File: src/rtl/irqfwd_pkg.sv
// Package: shared widths, the posted-entry record and the upstream
// transaction tag used throughout the forwarder.
package irqfwd_pkg;
    localparam int ADDR_W = 32;
    localparam int DATA_W = 32;

    // One posted inbound write as stored in the buffer.
    typedef struct packed {
        logic [ADDR_W-1:0] addr;
        logic [DATA_W-1:0] data;
        logic              pci_sem;
    } wr_entry_t;

    // Tag carried with each upstream transaction.
    typedef enum logic {
        XACT_MEMWR  = 1'b0,
        XACT_INTMSG = 1'b1
    } xact_kind_t;
endpackage

File: src/rtl/irqfwd_admit.sv
// Admission control: decides in the request cycle whether an inbound
// write is posted or rejected. Assumes `full` reflects registered state
// only (no bypass from a same-cycle upstream transfer).
module irqfwd_admit (
    input  logic in_valid,
    input  logic full,
    output logic accept,
    output logic retry
);
    // Accept when there is room, otherwise ask for a retry.
    always_comb begin
        accept = in_valid && !full;
        retry  = in_valid &&  full;
    end
endmodule

File: src/rtl/irqfwd_buffer.sv
// Posting buffer: DEPTH-entry FIFO of wr_entry_t. Each slot is a separate
// register bank written when the write pointer selects it. Assumes the
// caller never pushes when full; guards are kept internally regardless.
module irqfwd_buffer
    import irqfwd_pkg::*;
#(
    parameter int DEPTH = 4
) (
    input  logic      clk,
    input  logic      rst_n,
    input  logic      push,
    input  wr_entry_t push_entry,
    input  logic      pop,
    output wr_entry_t head_entry,
    output logic      empty,
    output logic      full
);
    localparam int PTR_W = (DEPTH > 1) ? $clog2(DEPTH) : 1;
    localparam int CNT_W = $clog2(DEPTH + 1);
    localparam logic [PTR_W-1:0] LAST_IDX = PTR_W'(DEPTH - 1);
    localparam logic [CNT_W-1:0] CNT_FULL = CNT_W'(DEPTH);

    wr_entry_t        slot [DEPTH];
    logic [PTR_W-1:0] wr_ptr;
    logic [PTR_W-1:0] rd_ptr;
    logic [CNT_W-1:0] count;
    logic             do_push;
    logic             do_pop;

    function automatic logic [PTR_W-1:0] step(input logic [PTR_W-1:0] p);
        return (p == LAST_IDX) ? '0 : p + 1'b1;
    endfunction

    // Qualify the requests with the current occupancy.
    always_comb begin
        empty   = (count == '0);
        full    = (count == CNT_FULL);
        do_push = push && !full;
        do_pop  = pop && !empty;
    end

    // One register bank per slot, loaded when selected by the write pointer.
    for (genvar i = 0; i < DEPTH; i++) begin : g_slot
        always_ff @(posedge clk) begin
            if (!rst_n)
                slot[i] <= '0;
            else if (do_push && (wr_ptr == PTR_W'(i)))
                slot[i] <= push_entry;
        end
    end

    // Pointer and occupancy bookkeeping.
    always_ff @(posedge clk) begin
        if (!rst_n) begin
            wr_ptr <= '0;
            rd_ptr <= '0;
            count  <= '0;
        end else begin
            if (do_push) wr_ptr <= step(wr_ptr);
            if (do_pop)  rd_ptr <= step(rd_ptr);
            case ({do_push, do_pop})
                2'b10:   count <= count + 1'b1;
                2'b01:   count <= count - 1'b1;
                default: count <= count;
            endcase
        end
    end

    // Present the oldest entry.
    always_comb head_entry = slot[rd_ptr];
endmodule

File: src/rtl/irqfwd_decode.sv
// Post-buffer classifier: tags the head entry as an interrupt message when
// its address lies in the window and it carries PCI-style semantics.
module irqfwd_decode
    import irqfwd_pkg::*;
#(
    parameter int                 WIN_TAG_W = 12,
    parameter logic [WIN_TAG_W-1:0] WIN_TAG = 12'hFEE
) (
    input  wr_entry_t  entry,
    output xact_kind_t kind
);
    logic in_window;

    // Window match on the upper address bits, then semantics qualification.
    always_comb begin
        in_window = (entry.addr[ADDR_W-1 -: WIN_TAG_W] == WIN_TAG);
        kind      = (in_window && entry.pci_sem) ? XACT_INTMSG : XACT_MEMWR;
    end
endmodule

File: src/rtl/irq_wr_forwarder.sv
// Top: inbound write posting with retry, in-order drain and interrupt
// message tagging. Assumes the upstream side obeys valid/ready: it may
// stall, and outputs are held while it does.
module irq_wr_forwarder
    import irqfwd_pkg::*;
#(
    parameter int                   DEPTH     = 4,
    parameter int                   WIN_TAG_W = 12,
    parameter logic [WIN_TAG_W-1:0] WIN_TAG   = 12'hFEE
) (
    input  logic        clk,
    input  logic        rst_n,
    input  logic        in_valid,
    input  logic [31:0] in_addr,
    input  logic [31:0] in_data,
    input  logic        in_pci_sem,
    output logic        in_accept,
    output logic        in_retry,
    output logic        up_valid,
    input  logic        up_ready,
    output logic        up_kind,
    output logic [31:0] up_addr,
    output logic [31:0] up_data
);
    wr_entry_t  new_entry;
    wr_entry_t  head;
    xact_kind_t head_kind;
    logic       buf_empty;
    logic       buf_full;

    // Pack the inbound request into a buffer record.
    always_comb begin
        new_entry.addr    = in_addr;
        new_entry.data    = in_data;
        new_entry.pci_sem = in_pci_sem;
    end

    irqfwd_admit u_admit (
        .in_valid (in_valid),
        .full     (buf_full),
        .accept   (in_accept),
        .retry    (in_retry)
    );

    irqfwd_buffer #(.DEPTH(DEPTH)) u_buf (
        .clk        (clk),
        .rst_n      (rst_n),
        .push       (in_accept),
        .push_entry (new_entry),
        .pop        (up_valid && up_ready),
        .head_entry (head),
        .empty      (buf_empty),
        .full       (buf_full)
    );

    irqfwd_decode #(.WIN_TAG_W(WIN_TAG_W), .WIN_TAG(WIN_TAG)) u_dec (
        .entry (head),
        .kind  (head_kind)
    );

    // Drive the upstream port from the head entry.
    always_comb begin
        up_valid = !buf_empty;
        up_kind  = head_kind;
        up_addr  = head.addr;
        up_data  = head.data;
    end
endmodule

File: config.mk
export PLATFORM = sky130hd
export DESIGN_NAME = irq_wr_forwarder
export DESIGN_NICKNAME = d
export VERILOG_FILES = /design/src/rtl/irqfwd_pkg.sv /design/src/rtl/irqfwd_admit.sv /design/src/rtl/irqfwd_buffer.sv /design/src/rtl/irqfwd_decode.sv /design/src/rtl/irq_wr_forwarder.sv
export SDC_FILE = /design/constraint.sdc
export NUM_CORES = 1
export LEC_CHECK = 0
export ABC_AREA = 1
export BUFFER_PORTS_ARGS = -buffer_cell sky130_fd_sc_hd__buf_2
export CAP_MARGIN = 20
export CORE_ASPECT_RATIO = 0.5
export CORE_MARGIN = 4
export CORE_UTILIZATION = 41
export CTS_CLUSTER_DIAMETER = 120
export DETAILED_ROUTE_END_ITERATION = 16
export SYNTH_ARGS = -nofsm -noshare
export SYNTH_HDL_FRONTEND = slang
export SYNTH_SLANG_ARGS = --single-unit
File: constraint.sdc
create_clock -name clk -period 3.75 [get_ports clk]
set_input_delay 0.375 -clock clk [delete_from_list [all_inputs] [get_ports clk]]
set_output_delay 0.375 -clock clk [all_outputs]
set_load 0.02 [all_outputs]
---- Yosys cells after proc, flatten, opt, wreduce, memory -nomap -nowiden ----
Memories as Yosys holds them, arrays and structs flattened. A register that Yosys moved wholly into a read port is not among the register bits.
Cells that the tools add are included.
cells by class
  add/subtract/negate cells ............... 4
  bitwise logic cells ..................... 4
  equality and inequality tests ........... 8
  reduce and logical (&&, ||, !) cells .... 15
  muxes and demuxes ....................... 23
operators with widths
  kind                                                  number
  2-to-1 mux 65 bit                                     4
  2-to-1 mux 1 bit                                      14
  equality test 12 bit (second input constant)          1
  logical AND 1 bit                                     10
  equality test 2 bit (second input constant)           4
  2-to-1 mux 2 bit                                      4
  one-hot mux 3 bit (2 select lines)                    1
  adder 2 x 1 -> 2 bit (second input constant)          2
  equality test 2 x 1 -> 1 bit (second input constant)  2
  OR 1 bit                                              4
  adder 3 x 1 -> 3 bit (second input constant)          1
  equality test 3 bit (second input constant)           1
  zero test 3 bit                                       1
  subtractor 3 x 1 -> 3 bit (second input constant)     1
  zero test 1 bit                                       2
  zero test 2 bit                                       1
  nonzero test 2 bit                                    1
word-level totals
  flip-flop bits (word level) ............. 7
  memories ................................ 1
  word-level logic and storage cells ...... 58
  input port bits ......................... 69
  output and inout bits ................... 68
  bits in writable memories ............... 260
memory list
  name        words  bits a word  rd ports  clocked after Yosys merged registers in  write ports  line                 source
  u_buf.slot  4      65           1         1                                        4            irqfwd_buffer.sv:23  wr_entry_t slot [DEPTH];

---- Depth between registers and ports, before layout ----
  depth in word-level cells ............... 9
  gate-level depth with buffers ........... 11
  mapped depth without buffers ............ 11

---- By module ----
A second synthesis with hierarchy kept.
second synthesis, totals
  cell total of the unflattened synthesis .. 1080
  area total of the unflattened synthesis .. 11617.4 um^2
by module, submodules not included
  module            cells an instance  seq. area each (um^2)  area an instance (um^2)  times used
  irqfwd_buffer     1058               7987.7                 11528.6                  1
  irqfwd_decode     15                 0.0                    57.6                     1
  irqfwd_admit      4                  0.0                    17.5                     1
  irq_wr_forwarder  3                  0.0                    13.8                     1

---- Worst setup path after synthesis ----
No wires, ideal clock.
  kind .................................... register to register
  from .................................... register u_buf.count[1]
  to ...................................... memory u_buf.slot[3][0] (netlist name) (enable)
  library setup time ...................... 0.426 ns
  data required time ...................... 3.324 ns
  clock period less this slack ............ 2.557 ns
  buffers on the path ..................... 0
  slack ................................... 1.193 ns
  stages on the path, launching flop included .. 7
  arrival ................................. 2.131 ns
  cell sequence ........................... dfxtp_1 inv_2 nand3_2 nand2_2 inv_4 nand2_1 nand2_1
RTL lines
  what                    line                 source
  from (decl)             irqfwd_buffer.sv:26  logic [CNT_W-1:0] count;
  from (signal assigned)  irqfwd_buffer.sv:62  2'b10: count <= count + 1'b1;
  from (signal assigned)  irqfwd_buffer.sv:63  2'b01: count <= count - 1'b1;
  from (signal assigned)  irqfwd_buffer.sv:64  default: count <= count;
  to (decl)               irqfwd_buffer.sv:23

==> impl_metrics.yaml <==
placement:
  dp_hpwl_mm: 16.0
  port_buffers: 136
  gp_congestion: 0.743
  dp.cells: 1576
floorplan:
  top_level_ports: 137
  chipWidth_um: 246
  die_h_um: 127
  dieArea_um2: 31300
  fp-row-count: 43
  core_area_um2: 27800
  initial_utilization_pct: 41.8
critical_path:
  path_cells: "buf_4 > nand2_1 > nand3_1 > nand2_1 > nor2_1 > nand3_1 > nor2_2 > buf_2"
  path_class: "reg -> out"
  worstPathMaxFanout: 84
  slowest_stage: "buf_4"
  timing.critical_path.slowest_cell_delay_ps: 620
  worstSetupStartpointType: "register"
  cp.arrival_ps: 2410
  crit_path_end_kind: "output port"
  worstPathRequired_ps: 3380
finish:
  area_delta_synth_final_pct: 16.2
  instances_no_fill: 1624
  diodes: 0
  final_cell_mix: "nor2_1 (372), edfxtp_1 (260), buf_2 (136)"
  drive_above_1_share_pct: 17.3
  final_common_cell: "nor2_1"
  n_fill_cell: 2614
  multi_input_area_um2: 2950
  regArea_um2: 7990
  nets: 1298
pwr:
  seqPwrFrac_pct: 40.5
  combPwrFrac_pct: 30.6
  vdd_drop_max_uv: 314
  switchingPower_mw: 3.26
  power.internal_mw: 6.00
  power_leakage_nw: 5.76
  pwr-share-clk_pct: 28.9
  powerDensity_nw_per_um2: 685
  switching_share_pct: 35.2
cts:
  cts_max_path_buffers: 3
  cts_resized: 0
  worstSkewPairLatency_ps: 530
  hold_buffers: 0
  clk_pin_slew_ps: 70
  cts_buffers: 26
  post_cts.repair.setup_buffers: 0
  clock-sinks: 269
  cts_tree: "built"
  cts_root_buf: "clkbuf_16"
  htree_num_levels: 1
timing:
  worst_pin_slew_ps: 1050
  hold_viol: 0
  finalCriticalPeriod_ps: 2790
  relSlewSlack_pct: 30.2
  fin_worst_skew_ps: 15.3
  rsz0062_at_grt: "no"
  tns_ps: 0
  finalMaxSlewViolations: 0
  finalCritPeriodShare_pct: 74.4
  final-setup-viol-count: 0
  fmax_ghz: 0.359
route:
  antenna_left: 0
  viasPerCell: 5.08
  drtPass1Iterations: 5
  vias: 8254
  wl_per_cell_um: 18.1
  drc: 0
  drt-total-wl_mm: 29.4
  dr.first_iter.drc_count: 620
flow_run:
  drv_cap: 0
synth:
  syn_avg_cell_area_um2: 10.5
  synth_cell_type_count: 21
  synth_area_um2: 11600
  ys_seq_area_share_pct: 68.7
  syn_nets: 1186
  ys_seq_elements: 269
  netlist_instances: 1110
  yosys_warnings: 0
global_route:
  grt_pass1_wl_mm: 45.4
  grt_usage_pct: 18.4
  first_global_vias: 8324
  antenna_found_initial: 0
  grt_max_degree: 85
  gr-total-overflow: 0
hold_path:
  hold_path.class: "in -> reg"
run_status:
  status: "finished clean"
Yosys cell counts:
master | number | area, um^2
inv_4 | 1 | 6.26
nand2_2 | 1 | 6.26
edfxtp_1 | 260 | 7810
nor2_1 | 372 | 1400
a21oi_1 | 6 | 30.0
fa_1 | 1 | 20.0
nor2_2 | 1 | 6.26
dfxtp_1 | 9 | 180
buf_2 | 41 | 205
o22ai_1 | 52 | 325
o21ai_0 | 111 | 556
inv_2 | 3 | 11.3
clkbuf_1 | 24 | 90.1
ha_1 | 6 | 75.1
o211a_1 | 1 | 10.0
nand3_1 | 32 | 160
buf_4 | 3 | 22.5
nand3_2 | 1 | 10.0
nand2_1 | 80 | 300
buf_6 | 3 | 33.8
inv_1 | 102 | 383
power by group through the flow:
stage / registers [mW] / logic (mW) / clock network [mW]
2_1_floorplan: 3.80 / 1.89 / 0
3_3_place_gp: 3.81 / 2.84 / 0
3_5_place_dp: 3.82 / 2.86 / 0
4_1_cts: 3.75 / 2.87 / 2.69
5_1_grt: 3.78 / 3.11 / 2.83
6_report: 3.75 / 2.83 / 2.67
state kept, by name (all words and copies together), names as in the netlist, named ones only:
register / count
u_buf.slot: 260
u_buf.wr_ptr: 2
u_buf.count: 3
u_buf.rd_ptr: 2
routing by layer:
metal	vias up	track usage, %	share of wire [%]
li1	3927	-	-
met1	4080	25.4	43
met2	206	31.4	50
met3	41	2.27	5.0
met4	0	4.27	2.0
met5	-	0	0
logic make-up (layout without fill, tap and decap cells):
kind of cell / after synthesis / after routing / share of synthesized area, %
AOI/OAI and AO/OA: 170 / 170 / 7.91
adders and majority gates: 7 / 7 / 0.817
buffers and inverters: 177 / 309 / 6.46
DFF: 269 / 269 / 68.7
and+or+nand+nor: 487 / 487 / 16.2
per-stage QoR:
| step | total power [mW] | area, um^2 | util, % | worst slack (ps) | hold slack, ps |
|---|---|---|---|---|---|
| floorplan | 5.68 | 11600 | - | 1190 | 470 |
| global placement | 6.64 | 12600 | 45.5 | 1520 | 479 |
| detailed placement | 6.68 | 12600 | 45.5 | 1520 | 504 |
| CTS | 9.32 | 13500 | 48.6 | 958 | 166 |
| global route | 9.72 | 13500 | 48.6 | 741 | 185 |
| finish | 9.25 | 13500 | 48.6 | 962 | 181 |
worst max-delay path, delay by kind of cell (launching register included):
kind / cells / cell delay [ps]
buf+inv: 2 / 780
flops: 1 / 360
simple gates: 6 / 620
worst paths after layout:
check,cells after the start,end,start,slack (ps)
max,8,up_kind,register,960
min reg2reg,2,u_buf.count[2],u_buf.count[2],510
max reg2reg,7,u_buf.slot[3][23],u_buf.count[1],1660
min,3,u_buf.slot[3][59],in_addr[26],180
area by class of cell:
class | count | area share [%]
Clock inverter | 10 | 0.870
Inverter | 106 | 2.98
Sequential cell | 269 | 59.1
Tap cell | 382 | 3.54
Timing Repair Buffer | 155 | 6.09
Clock buffer | 38 | 5.59
Multi-Input combinational cell | 664 | 21.8
No activity file was read; power rests on OpenSTA's default activity.
